--- src/rtl/ext_irq_pkg.sv ---
package ext_irq_pkg;

    localparam int NUM_CLS = 8;

    typedef enum logic [2:0] {
        CLS_KEY    = 3'd0,
        CLS_MALF   = 3'd1,
        CLS_EMER   = 3'd2,
        CLS_XCALL  = 3'd3,
        CLS_CLKC   = 3'd4,
        CLS_CPUTMR = 3'd5,
        CLS_ITMR   = 3'd6,
        CLS_SVC    = 3'd7
    } ext_cls_e;

    typedef enum logic [2:0] {
        ST_IDLE,
        ST_POST,
        ST_WR_PARM,
        ST_WR_CPU,
        ST_WR_CODE
    } seq_state_e;

    localparam logic [11:0] SA_PARM = 12'h080;
    localparam logic [11:0] SA_CPU  = 12'h084;
    localparam logic [11:0] SA_CODE = 12'h086;

    function automatic logic [15:0] cls_code(ext_cls_e c);
        logic [15:0] r;
        unique case (c)
            CLS_KEY:    r = 16'h0040;
            CLS_MALF:   r = 16'h1200;
            CLS_EMER:   r = 16'h1201;
            CLS_XCALL:  r = 16'h1202;
            CLS_CLKC:   r = 16'h1004;
            CLS_CPUTMR: r = 16'h1005;
            CLS_ITMR:   r = 16'h0080;
            CLS_SVC:    r = 16'h2401;
        endcase
        return r;
    endfunction

endpackage

--- src/rtl/ext_irq_lowscan.sv ---
module ext_irq_lowscan #(
    parameter int N  = 8,
    parameter int IW = (N > 1) ? $clog2(N) : 1
) (
    input  logic [N-1:0]  vec,
    output logic          found,
    output logic [IW-1:0] idx,
    output logic [N-1:0]  first
);
    logic [N:0] seen;
    assign seen[0] = 1'b0;

    for (genvar g = 0; g < N; g++) begin : g_chain
        assign first[g]  = vec[g] & ~seen[g];
        assign seen[g+1] = seen[g] | vec[g];
    end

    assign found = seen[N];

    always_comb begin
        idx = '0;
        for (int i = 0; i < N; i++) begin
            if (first[i]) idx = idx | IW'(i);
        end
    end
endmodule

--- src/rtl/ext_irq_relocate.sv ---
module ext_irq_relocate #(
    parameter int W    = 32,
    parameter int PG   = 12,
    parameter int FLAG = 0
) (
    input  logic [W-1:0] parm,
    input  logic [W-1:0] prefix,
    output logic [W-1:0] out
);
    localparam int HW = W - PG;

    logic [HW-1:0] page, pfx_page;
    assign page     = parm[W-1:PG];
    assign pfx_page = prefix[W-1:PG];

    always_comb begin
        out = parm;
        if (parm[FLAG]) begin
            if (page == '0)
                out = {pfx_page, parm[PG-1:0]};
            else if (page == pfx_page)
                out = {{HW{1'b0}}, parm[PG-1:0]};
        end
    end
endmodule

--- src/rtl/ext_irq_selector.sv ---
module ext_irq_selector
    import ext_irq_pkg::*;
#(
    parameter int NCPU = 8,
    parameter int AW   = 16,
    parameter int TW   = 64,
    parameter int PW   = 32,
    parameter int SAW  = 12
) (
    input  logic            clk,
    input  logic            rst_n,
    input  logic            ext_enable,
    input  logic            eval_req,
    input  logic [7:0]      class_mask,
    input  logic            raise_key,
    input  logic            raise_malf,
    input  logic [NCPU-1:0] malf_from,
    input  logic            raise_emer,
    input  logic [NCPU-1:0] emer_from,
    input  logic            raise_xcall,
    input  logic [AW-1:0]   xcall_from,
    input  logic            raise_itmr,
    input  logic            raise_svc,
    input  logic [PW-1:0]   svc_parm_in,
    input  logic [TW-1:0]   tod,
    input  logic [TW-1:0]   clk_cmp,
    input  logic [TW-1:0]   cpu_timer,
    input  logic [PW-1:0]   prefix,
    output logic            irq_valid,
    output logic [15:0]     irq_code,
    output logic [AW-1:0]   irq_cpu,
    output logic [PW-1:0]   irq_parm,
    output logic            sa_we,
    output logic            sa_word,
    output logic [SAW-1:0]  sa_addr,
    output logic [PW-1:0]   sa_data
);
    localparam int CIW = (NCPU > 1) ? $clog2(NCPU) : 1;

    // pending state
    logic            key_p, malf_f, emer_f, xcall_p, itmr_p, svc_p;
    logic [NCPU-1:0] malf_bm, emer_bm;
    logic [AW-1:0]   xcall_src;
    logic [PW-1:0]   svc_parm;

    // latched result
    ext_cls_e      win_cls;
    logic [15:0]   win_code;
    logic [AW-1:0] win_cpu, win_save_cpu;
    logic [PW-1:0] win_parm;

    seq_state_e state, state_nx;

    // class pick
    logic [NUM_CLS-1:0] cls_req, pick_1h, clr;
    logic [2:0]         pick_idx;
    logic               any_req;
    ext_cls_e           pick;

    assign cls_req = class_mask & {svc_p, itmr_p, cpu_timer[TW-1], (tod > clk_cmp),
                                   xcall_p, emer_f, malf_f, key_p};

    ext_irq_lowscan #(.N(NUM_CLS), .IW(3)) u_pick (
        .vec(cls_req), .found(any_req), .idx(pick_idx), .first(pick_1h));

    assign pick = ext_cls_e'(pick_idx);

    // sender scans
    logic            malf_any, emer_any;
    logic [CIW-1:0]  malf_idx, emer_idx;
    logic [NCPU-1:0] malf_first, emer_first;

    ext_irq_lowscan #(.N(NCPU), .IW(CIW)) u_malf_scan (
        .vec(malf_bm), .found(malf_any), .idx(malf_idx), .first(malf_first));
    ext_irq_lowscan #(.N(NCPU), .IW(CIW)) u_emer_scan (
        .vec(emer_bm), .found(emer_any), .idx(emer_idx), .first(emer_first));

    logic [PW-1:0] svc_reloc;
    ext_irq_relocate #(.W(PW), .PG(12), .FLAG(0)) u_reloc (
        .parm(svc_parm), .prefix(prefix), .out(svc_reloc));

    logic go, empty_hit, fire;
    assign go        = (state == ST_IDLE) && eval_req && ext_enable && any_req;
    assign empty_hit = ((pick == CLS_MALF) && !malf_any) || ((pick == CLS_EMER) && !emer_any);
    assign fire      = go && !empty_hit;
    assign clr       = go ? pick_1h : '0;

    logic [AW-1:0] sel_cpu, sel_save;
    always_comb begin
        sel_cpu = '0;
        unique case (pick)
            CLS_MALF:  sel_cpu = AW'(malf_idx);
            CLS_EMER:  sel_cpu = AW'(emer_idx);
            CLS_XCALL: sel_cpu = xcall_src;
            default:   sel_cpu = '0;
        endcase
        sel_save = ((pick == CLS_EMER) || (pick == CLS_XCALL)) ? sel_cpu : '0;
    end

    // pending bookkeeping: raise wins over a same-edge clear
    always_ff @(posedge clk or negedge rst_n) begin
        if (!rst_n) begin
            key_p <= 1'b0; malf_f <= 1'b0; emer_f <= 1'b0;
            xcall_p <= 1'b0; itmr_p <= 1'b0; svc_p <= 1'b0;
            malf_bm <= '0; emer_bm <= '0; xcall_src <= '0; svc_parm <= '0;
        end else begin
            key_p   <= (key_p  & ~clr[CLS_KEY])  | raise_key;
            itmr_p  <= (itmr_p & ~clr[CLS_ITMR]) | raise_itmr;
            xcall_p <= (xcall_p & ~clr[CLS_XCALL]) | raise_xcall;
            if (raise_xcall) xcall_src <= xcall_from;
            malf_bm <= (malf_bm & ~(clr[CLS_MALF] ? malf_first : '0))
                     | (raise_malf ? malf_from : '0);
            malf_f  <= (clr[CLS_MALF] ? |(malf_bm & ~malf_first) : malf_f) | raise_malf;
            emer_bm <= (emer_bm & ~(clr[CLS_EMER] ? emer_first : '0))
                     | (raise_emer ? emer_from : '0);
            emer_f  <= (clr[CLS_EMER] ? |(emer_bm & ~emer_first) : emer_f) | raise_emer;
            svc_p   <= (svc_p & ~clr[CLS_SVC]) | raise_svc;
            if (raise_svc)         svc_parm <= svc_parm_in;
            else if (clr[CLS_SVC]) svc_parm <= '0;
        end
    end

    // result latch
    always_ff @(posedge clk or negedge rst_n) begin
        if (!rst_n) begin
            win_cls <= CLS_KEY; win_code <= '0; win_cpu <= '0;
            win_save_cpu <= '0; win_parm <= '0;
        end else if (fire) begin
            win_cls      <= pick;
            win_code     <= cls_code(pick);
            win_cpu      <= sel_cpu;
            win_save_cpu <= sel_save;
            win_parm     <= (pick == CLS_SVC) ? svc_reloc : '0;
        end
    end

    // state register
    always_ff @(posedge clk or negedge rst_n) begin
        if (!rst_n) state <= ST_IDLE;
        else        state <= state_nx;
    end

    // transitions
    always_comb begin
        state_nx = state;
        unique case (state)
            ST_IDLE:    if (fire) state_nx = ST_POST;
            ST_POST:    state_nx = (win_cls == CLS_SVC) ? ST_WR_PARM : ST_WR_CPU;
            ST_WR_PARM: state_nx = ST_WR_CPU;
            ST_WR_CPU:  state_nx = ST_WR_CODE;
            ST_WR_CODE: state_nx = ST_IDLE;
            default:    state_nx = ST_IDLE;
        endcase
    end

    // outputs
    always_comb begin
        irq_valid = 1'b0; irq_code = '0; irq_cpu = '0; irq_parm = '0;
        sa_we = 1'b0; sa_word = 1'b0; sa_addr = '0; sa_data = '0;
        unique case (state)
            ST_IDLE: ;
            ST_POST: begin
                irq_valid = 1'b1;
                irq_code  = win_code;
                irq_cpu   = win_cpu;
                irq_parm  = win_parm;
            end
            ST_WR_PARM: begin
                sa_we = 1'b1; sa_word = 1'b1;
                sa_addr = SAW'(SA_PARM); sa_data = win_parm;
            end
            ST_WR_CPU: begin
                sa_we = 1'b1;
                sa_addr = SAW'(SA_CPU); sa_data = PW'(win_save_cpu);
            end
            ST_WR_CODE: begin
                sa_we = 1'b1;
                sa_addr = SAW'(SA_CODE); sa_data = PW'(win_code);
            end
            default: ;
        endcase
    end
endmodule

--- config.mk ---
export PLATFORM = sky130hd
export DESIGN_NAME = ext_irq_selector
export DESIGN_NICKNAME = d
export VERILOG_FILES = /design/src/rtl/ext_irq_pkg.sv /design/src/rtl/ext_irq_lowscan.sv /design/src/rtl/ext_irq_relocate.sv /design/src/rtl/ext_irq_selector.sv
export SDC_FILE = /design/constraint.sdc
export NUM_CORES = 1
export LEC_CHECK = 0
export ABC_AREA = 1
export BUFFER_PORTS_ARGS = -buffer_cell sky130_fd_sc_hd__buf_4
export CORE_AREA = 3 3 162 164
export CTS_BUF_LIST = sky130_fd_sc_hd__clkbuf_16
export DETAILED_ROUTE_END_ITERATION = 10
export DIE_AREA = 0 0 165 167
export HOLD_SLACK_MARGIN = 0.06
export SLEW_MARGIN = 20
export SYNTH_ARGS = -nofsm -noshare
export SYNTH_HDL_FRONTEND = slang
export SYNTH_SLANG_ARGS = --single-unit
--- constraint.sdc ---
create_clock -name clk -period 2.9 [get_ports clk]
set_clock_uncertainty 0.1 [all_clocks]
set_input_delay 0.145 -clock clk [delete_from_list [all_inputs] [get_ports clk]]
set_output_delay 0.145 -clock clk [all_outputs]
set_load 0.1 [all_outputs]
# After elaboration in Yosys (flattened, before gate mapping)
# Memory sizes are Yosys's and may differ from the RTL's. A register that Yosys moved wholly into a read port is not among the register bits.
# Cells that the tools add are included.
dict set report totals {
  reg_bits 156
  latch_bits 0
  ram_bits 0
  mem_bits_ro 72
  input_bits 306
  output_inout_bits 111
  wordCells 182
  n_memories 1
}
dict set report op_classes {
  n_addsub 0
  mul 0
  div 0
  magnitude_cmp 1
  eq_ne 11
  shift 0
  n_mux 47
  bitwise 88
  reduce_logical 18
}
# name words word_bits read_ports rd_ports_with_merged_regs write_ports line_no
set memory_table {}
lappend memory_table {{(no name shown)} 8 9 1 1 0 ext_irq_pkg.sv:30} ;# unique case (c)
# cell n
set op_table {}
lappend op_table {{32-bit 2-to-1 mux} 7}
lappend op_table {{32-bit case mux with 3 select lines} 1}
lappend op_table {{64-bit > comparator} 1}
lappend op_table {{16-bit 2-to-1 mux} 3}
lappend op_table {{16-bit case mux with 3 select lines} 1}
lappend op_table {{8-bit AND} 5}
lappend op_table {{8-bit 2-to-1 mux} 5}
lappend op_table {{3-bit 2-to-1 mux} 13}
lappend op_table {{8-bit NOT} 4}
lappend op_table {{1-bit OR} 27}
lappend op_table {{1-bit AND} 25}
lappend op_table {{1-bit NOT} 25}
lappend op_table {{8-bit case mux with 3 select lines} 1}
lappend op_table {{20-bit equality test} 1}
lappend op_table {{20-bit zero test} 1}
lappend op_table {{8-bit OR} 2}
lappend op_table {{8-bit OR reduction} 2}
lappend op_table {{3-bit by 2-bit equality test with 1-bit output, second input constant} 4}
lappend op_table {{2-bit 2-to-1 mux} 6}
lappend op_table {{3-bit case mux with 4 select lines} 1}
lappend op_table {{3-bit equality test, second input constant} 3}
lappend op_table {{1-bit 2-to-1 mux} 9}
lappend op_table {{3-bit by 1-bit equality test with 1-bit output, second input constant} 2}
lappend op_table {{1-bit logical AND} 6}
lappend op_table {{6 further kinds} 10}

# Depth between registers and ports, before layout
# Gate-level depths: netlist of the first run.
dict set report logic_depth {
  ltp_word 18
  mapped_depth 23
}

# By module
# A second synthesis of the first run with hierarchy kept.
dict set report hier_totals {
  cells_unflattened 1338
  hier_area_um2 9484.1
}
# mod instances cells_each area_each_um2
set modules_own_cells {}
lappend modules_own_cells {ext_irq_selector 1 1023 7935.1}
lappend modules_own_cells {ext_irq_relocate 1 231 1064.8}
lappend modules_own_cells {ext_irq_lowscan 3 28 161.4}

# Worst setup path before layout of the first run
# No wires, ideal clock.
dict set report synth_timing {
  path_kind {reg2out}
  start {reg state[1]}
  end {out irq_code[13]}
  arrival_time_ns 5.076
  required_ns 2.655
  slack_ns -2.421
  path_stages_with_launch 7
  path_cell_list {dfrtp_1 > nor3_1 > inv_1 > clkbuf_1 > buf_1 > nor2_1 > buf_4}
}
dict set report synth_via {
  elab_chain_cells 2
}
# item line_no
set synth_rtl {}
lappend synth_rtl {{start, declared} ext_irq_selector.sv:52} ;# seq_state_e state, state_nx;
lappend synth_rtl {{start signal, assigned} ext_irq_selector.sv:140} ;# else state <= state_nx;
lappend synth_rtl {{3-bit by 1-bit equality test with 1-bit output} ext_irq_selector.sv:160} ;# unique case (state)
lappend synth_rtl {{16-bit 2-to-1 mux} ext_irq_selector.sv:160}
lappend synth_rtl {{end, declared} ext_irq_selector.sv:30} ;# output logic [15:0] irq_code,
# Every way passes these cells.

# Worst setup path after layout of the first run
dict set report layout_timing {
  start {reg state[2]}
  end {out sa_data[9]}
}
dict set report layout_via {
  elab_chain_cells 2
  elab_cells_between_ends 4
  cone_classes {eq/ne: 3; mux: 1}
}
# item line_no
set layout_rtl {}
lappend layout_rtl {{3-bit equality test / 3-bit by 2-bit equality test with 1-bit output (equally long branches)} ext_irq_selector.sv:160}
lappend layout_rtl {{32-bit case mux with 3 select lines *} ext_irq_selector.sv:160}
lappend layout_rtl {{end, declared} ext_irq_selector.sv:36} ;# output logic [PW-1:0] sa_data
# Mark *: on every way between the ends. The rest lies on a longest branch, timed or not.

==> results of run 1 <==
## routing by layer
| metal | share of wire (%) | wire length, µm |
|---|---|---|
| met3 | 9.1 | 2998 |
| met4 | 2.4 | 787 |
| met1 | 41 | 13380 |
| met2 | 47 | 15500 |
| met5 | 0.43 | 141 |
## kinds of logic after synthesis
| group | share of synthesized area [%] |
|---|---|
| AO/OA/AOI/OAI | 12.64 |
| adder cells (fa/ha/maj) | 9.027 |
| AND/OR/NAND/NOR | 26.88 |
| XOR/XNOR | 0.7899 |
| buffers and inverters | 12.41 |
| other | 0.04227 |
| multiplexers | 0.1269 |
| flip-flops | 38.08 |
## registers in the layout (all words and copies together), names as in the netlist
signal / cells
xcall_src: 16
itmr_p: 1
win_cls: 3
malf_f: 1
win_parm: 32
emer_bm: 8
win_code: 8
key_p: 1
emer_f: 1
win_save_cpu: 3
win_cpu: 16
state: 3
xcall_p: 1
malf_bm: 8
svc_p: 1
svc_parm: 32
## worst max-delay path: cells and delay by family (launching register included)
kind | cells | cell delay [ps]
and+or+nand+nor | 2 | 250
AOI/OAI and AO/OA | 1 | 220
DFF | 1 | 410
buffers and inverters | 4 | 1090
## cells in the final DEF (no fill, tap or decap), drive strengths merged, types with 2 or more instances in the layout
cell / n
or2: 22
nor2: 125
buf: 346
o21a: 4
nand3: 70
a22o: 3
inv: 212
a21oi: 42
nand4: 24
dfrtp: 135
nand3b: 4
nor3: 7
o21bai: 3
a22oi: 20
clkbuf: 17
o221ai: 9
clkinv: 4
o21ai: 89
dlygate4sd3: 140
xnor2: 8
conb: 16
nand2: 301
bufinv: 2
ha: 64
nor4: 4
o22ai: 11
a21o: 2
## final cells by class
class	count	area, µm²	area share [%]
tap	330	412.9	2.934
timing repair buffer	486	4065	28.88
clock buffer	17	425.4	3.023
antenna	1	2.502	0.01778
multi-input combinational	838	4847	34.44
clock inverter	15	176.4	1.253
sequential	135	3378	24.00
inverter	204	767.0	5.449
## power by group
part / switching, mW / internal (mW)
Clock: 0.912 / 1.30
Sequential: 0.135 / 2.07
Combinational: 1.94 / 0.852
Total: 2.98 / 4.22
## metrics by stage
| stage | hold WS, ps | setup TNS [ps] |
|---|---|---|
| final | 82.75 | 0 |
| after global routing | 102.3 | 0 |
| after CTS | 93.11 | 0 |
| after detailed placement | -22.81 | 0 |
| after global placement | -21.11 | 0 |
| after floorplan | -250.6 | -16950 |
## synthesized netlist by cell type, types with 4 or more instances
cell,n,area (µm²)
a21oi_1,41,205.2
a22oi_1,20,150.1
buf_1,8,30.03
buf_2,10,50.05
buf_4,17,127.6
clkbuf_1,25,93.84
dfrtp_1,135,3378
ha_1,64,800.8
inv_1,203,762.0
nand2_1,300,1126
nand3_1,69,345.3
nand4_1,23,143.9
nor2_1,123,461.7
nor3_1,6,30.03
nor4_1,4,25.02
o21a_1,4,30.03
o21ai_0,75,375.4
o21ai_1,14,70.07
o221ai_1,9,78.83
o22ai_1,11,68.82
or2_0,12,75.07
or2_2,7,43.79
xnor2_1,8,70.07
## final timing paths
kind                                      start                        end
min reg2reg                     svc_p$_DFF_PN0_            svc_p$_DFF_PN0_
min                                       rst_n  xcall_src[11]$_DFFE_PN0P_
max reg2reg                malf_bm[0]$_DFF_PN0_   win_parm[13]$_DFFE_PN0P_
max                        state[2]$_DFFE_PN0P_                 sa_data[9]
min in group clk                  class_mask[6]    win_code[7]$_DFFE_PN0P_
max in group asynchronous                 rst_n   win_parm[14]$_DFFE_PN0P_
==> impl_metrics.py, run 1 <==
metrics = {
    "critical_path": {
        "cp_slowest_cell": "inv_1",
        "cp_max_fo": 11,
        "max_stage_delay_ps": 540,
        "ff2ff_setup_slack_ps": 430,
        "critPathCaptureType": "primary output",
        "arrival_ps": 2410,
        "start_kind": "register",
        "reg2regPathDepth": 15,
        "crit_chain": "inv_1 > nand2_1 > nor2_1 > buf_4 > inv_1 > o221ai_2 > buf_4",
        "criticalPathCategory": "register to primary output",
        "critPathRequiredTime_ps": 2650,
    },
    "synthesis": {
        "ys_ff_latch": 135,
        "syn_inst": 1225,
        "ys_seq_area_share_pct": 38.08,
        "synth_cell_type_count": 48,
        "synth_edf_count": 0,
        "synth_top_flop_cell": "dfrtp_1",
        "synth_warnings": 0,
        "synth.avg_cell_area_um2": 7.242,
        "synthArstFlopShare_pct": 100.0,
        "netlist_area_um2": 8871,
    },
    "die": {
        "coreArea_um2": 25040,
        "dieArea_um2": 27560,
        "fp.dieH_um": 167,
        "num_io_pins": 417,
        "die_x_um": 165,
        "row_count": 58,
        "initial_core_util_pct": 35.43,
    },
    "cts": {
        "root_buffer": "clkbuf_16",
        "clk_pin_slew_ps": 70,
        "postCtsHoldBufs": 140,
        "numCtsBuffers": 17,
        "cts_tree": "done",
        "clock_path_buffers": 2,
        "cts_resized": 0,
        "cts_setup_buffers": 0,
        "cts_sinks": 135,
        "insertion_delay_ps": 420,
        "htree_levels": 4,
    },
    "grt": {
        "grt_pass1_vias": 9418,
        "grt_util_met3_pct": 8.632,
        "antenna_found_initial": 12,
        "grt.total_usage_pct": 23.57,
        "gr-total-overflow": 0,
        "grt.busiest_layer": "met2",
        "grt_max_degree": 69,
        "grt_use_met1_pct": 28.62,
        "met2_usage_pct": 38.88,
        "grt_pass1_wl_um": 50390,
    },
    "cells_and_area": {
        "drive_gt1_share_pct": 27.26,
        "design_area_um2": 14070,
        "final_util_pct": 56.22,
        "fin_nets": 2052,
        "nFillCells": 2410,
        "stdcell_count": 2026,
        "syn_to_final_growth_pct": 58.66,
    },
    "route": {
        "first_pass_iters": 5,
        "wire_per_inst_um": 16.19,
        "num_vias": 9530,
        "vias_per_cell": 4.704,
        "ant_nets": 0,
        "drt_iter0_drc": 505,
        "finalWirelength_um": 32810,
        "route.detailed.drc": 0,
    },
    "place": {
        "hpwlAfterDp_um": 25820,
        "dpl_cell_area_um2": 12070,
        "post-place-ws_ps": 54.06,
        "placed_cells": 1853,
        "io_buffers": 325,
        "globalplace.congestion": 0.9061,
    },
    "sta": {
        "fmax_mhz": 377.3,
        "hold_viol": 0,
        "setup_ws_ps": 249.3,
        "period_needed_ps": 2651,
        "period_share_pct": 91.40,
        "drv_slew": 0,
        "worstMarginPinSlew_ps": 984.9,
        "setup_viol": 0,
        "rsz0062_at_grt": "false",
        "max_slew_margin_pct": 34.27,
    },
    "worst_hold_path": {
        "hp-class": "input port to async pin",
    },
    "power_and_ir_drop": {
        "power.total_mw": 7.206,
        "leakage_nw": 7.028,
        "ir_drop_v": 0.0004397,
        "power_density_nw_per_um2": 512.0,
    },
    "outcome": {
        "outcome": "finished, final reports clean",
    },
    "flow_run": {
        "drv_cap": 0,
    },
}
Note: power is estimated with default switching activity, not from simulation.
==> run 2, diff against run 1 <==
==> constraint.sdc (replaced) <==
create_clock -name clk -period 2.9 [get_ports clk]
set_clock_uncertainty 0.1 [all_clocks]
set_input_delay 0.145 -clock clk [delete_from_list [all_inputs] [get_ports clk]]
set_output_delay 0.145 -clock clk [all_outputs]
set_load 0.02 [all_outputs]
==> impl_metrics.py, run 2 (same netlist as run 1, synthesis figures left out) <==
metrics = {
    "cts": {
        "cts_tree": "done",
        "clk_pin_slew_ps": 70,
        "numCtsBuffers": 17,
        "cts_sinks": 135,
        "insertion_delay_ps": 420,
        "root_buffer": "clkbuf_16",
        "clock_path_buffers": 2,
        "htree_levels": 4,
    },
    "worst_hold_path": {
        "min_to": "svc_parm[28]$_DFFE_PN0P_",
        "hold_depth": 3,
        "hp-class": "input port to register",
        "hp-start": "raise_svc",
    },
    "sta": {
        "rsz0062_at_grt": "false",
        "drv_slew": 0,
        "setup_tns_ps": 0,
        "fmax_mhz": 391.8,
        "setup_ws_ps": 347.4,
        "hold_viol": 0,
        "period_share_pct": 88.02,
        "worstMarginPinSlew_ps": 1013,
        "period_needed_ps": 2553,
        "setup_viol": 0,
        "max_slew_margin_pct": 32.38,
    },
    "die": {
        "die_x_um": 165,
        "dieArea_um2": 27560,
        "num_io_pins": 417,
        "initial_core_util_pct": 35.43,
        "coreArea_um2": 25040,
        "row_count": 58,
        "fp.dieH_um": 167,
    },
    "power_and_ir_drop": {
        "leakage_nw": 7.000,
        "seq_power_share_pct": 35.1,
        "p_int_mw": 4.084,
        "combPwrFrac_pct": 30.6,
        "power_switching_mw": 2.157,
        "power.total_mw": 6.242,
        "power_frac_clock_pct": 34.3,
        "swShare_pct": 34.56,
        "ir_drop_v": 0.0004118,
        "power_density_nw_per_um2": 457.5,
    },
    "grt": {
        "grt_pass1_vias": 9292,
        "grt_util_met3_pct": 7.139,
        "grt.total_usage_pct": 22.65,
        "met2_usage_pct": 37.58,
        "grt_max_degree": 68,
        "grt_pass1_wl_um": 48600,
        "antenna_found_initial": 11,
        "grt_use_met1_pct": 27.85,
        "grt.busiest_layer": "met2",
        "gr-total-overflow": 0,
    },
    "critical_path": {
        "cp_max_fo": 19,
        "critPathCaptureType": "register",
        "cp_top_family": "simple AND/OR/NAND/NOR gates",
        "arrival_ps": 2740,
        "start_kind": "register",
        "cp_slowest_cell": "dfrtp_1",
        "crit_chain": "or2_2 > nor4_1 > nand3_1 > nand2_1 > clkinv_1 > a22oi_1 > or2_0 > o21ai_0",
        "r2r-start": "svc_parm[20]$_DFFE_PN0P_",
        "criticalPathCategory": "register to register",
        "reg2regPathDepth": 8,
        "critPathBufInv": 1,
        "max_stage_delay_ps": 420,
        "regToRegEndpoint": "win_parm[16]$_DFFE_PN0P_",
        "ff2ff_setup_slack_ps": 350,
        "critPathRequiredTime_ps": 3090,
    },
    "route": {
        "finalWirelength_um": 32080,
        "route.detailed.drc": 0,
        "num_vias": 9518,
        "first_pass_iters": 7,
        "wire_per_inst_um": 15.83,
        "vias_per_cell": 4.698,
        "ant_nets": 0,
        "drt_iter0_drc": 483,
    },
    "outcome": {
        "outcome": "finished, final reports clean",
    },
    "place": {
        "io_buffers": 325,
        "dpl_cell_area_um2": 11640,
        "globalplace.congestion": 0.8970,
        "hpwlAfterDp_um": 25130,
        "post-place-ws_ps": 65.71,
    },
    "cells_and_area": {
        "layout_commonest_cell": "buf_4",
        "syn_to_final_growth_pct": 53.78,
        "final_cell_mix": "buf_4, nand2_1, inv_1",
        "fin_nets": 2051,
        "reg_top3": "svc_parm x32, win_parm x32",
        "drive_gt1_share_pct": 23.26,
        "design_area_um2": 13640,
    },
    "flow_run": {
        "drv_cap": 0,
    },
}
run 2: cell types whose count changed in the layout (fill, tap and decap cells not counted), sizes merged:
cell / previous run / this run
clkinv: 4 / 5
dlygate4sd3: 140 / 141
inv: 212 / 213
clkinvlp: 1 / 0
bufinv: 2 / 1
buf: 346 / 344
diode: 1 / 2
run 2: tightest hold or removal path, cell delays in order:
cell and delay, ps:
buf_4 220, nand2_1 120, nand2_1 70
run 2: worst max-delay path by stage:
| stage | startpoint | end | slack [ps] | depth (start not counted) |
|---|---|---|---|---|
| floorplan | state[1]$_DFFE_PN0P_ | irq_code[13] | 530 | 6 |
| global placement | tod[47] | win_save_cpu[2]$_DFFE_PN0P_ | 100 | 18 |
| detailed placement | clk_cmp[23] | win_parm[27]$_DFFE_PN0P_ | 70 | 14 |
| CTS | state[1]$_DFFE_PN0P_ | irq_parm[8] | 320 | 5 |
| global route | clk_cmp[23] | win_save_cpu[1]$_DFFE_PN0P_ | 160 | 17 |
| finish | svc_parm[20]$_DFFE_PN0P_ | win_parm[16]$_DFFE_PN0P_ | 350 | 8 |
run 2: timing repair:
action	in CTS	in global routing
gates resized for setup	0	0
hold buffers	141	0
setup buffers	0	0
endpoints found under the hold margin	134	0
run 2: power groups by stage:
stage          clock network, mW  registers, mW  logic [mW]
2_1_floorplan                  0           2.18        1.02
3_3_place_gp                   0           2.22        1.75
3_5_place_dp                   0           2.22        1.77
4_1_cts                     2.18           2.19        1.93
5_1_grt                     2.27           2.21        2.12
6_report                    2.14           2.19        1.91
run 2: per-stage QoR:
step | hold WS [ps] | utilization, % | instances
finish | 76.44 | 54.49 | 2026
global route | 97.87 | 54.49 | 2026
CTS | 67.14 | 54.47 | 2024
detailed placement | 78.72 | 46.50 | 1851
global placement | 72.74 | 46.50 | 1851
floorplan | -250.6 | - | 1240
run 2: area by class of cell:
class	instances	area, µm²
Fill cell	2472	11390
Tap cell	330	412.9
Sequential cell	135	3378
Antenna cell	2	5.005
Timing Repair Buffer	485	4048
Multi-Input combinational cell	838	4448
Inverter	204	765.7
Clock inverter	15	158.9
Clock buffer	17	425.4
run 2: metal layers:
| metal | share of wire, % | wire, µm |
|---|---|---|
| met5 | 0.32 | 102 |
| met4 | 2.5 | 812 |
| met3 | 8.3 | 2648 |
| met2 | 47 | 15180 |
| met1 | 42 | 13330 |
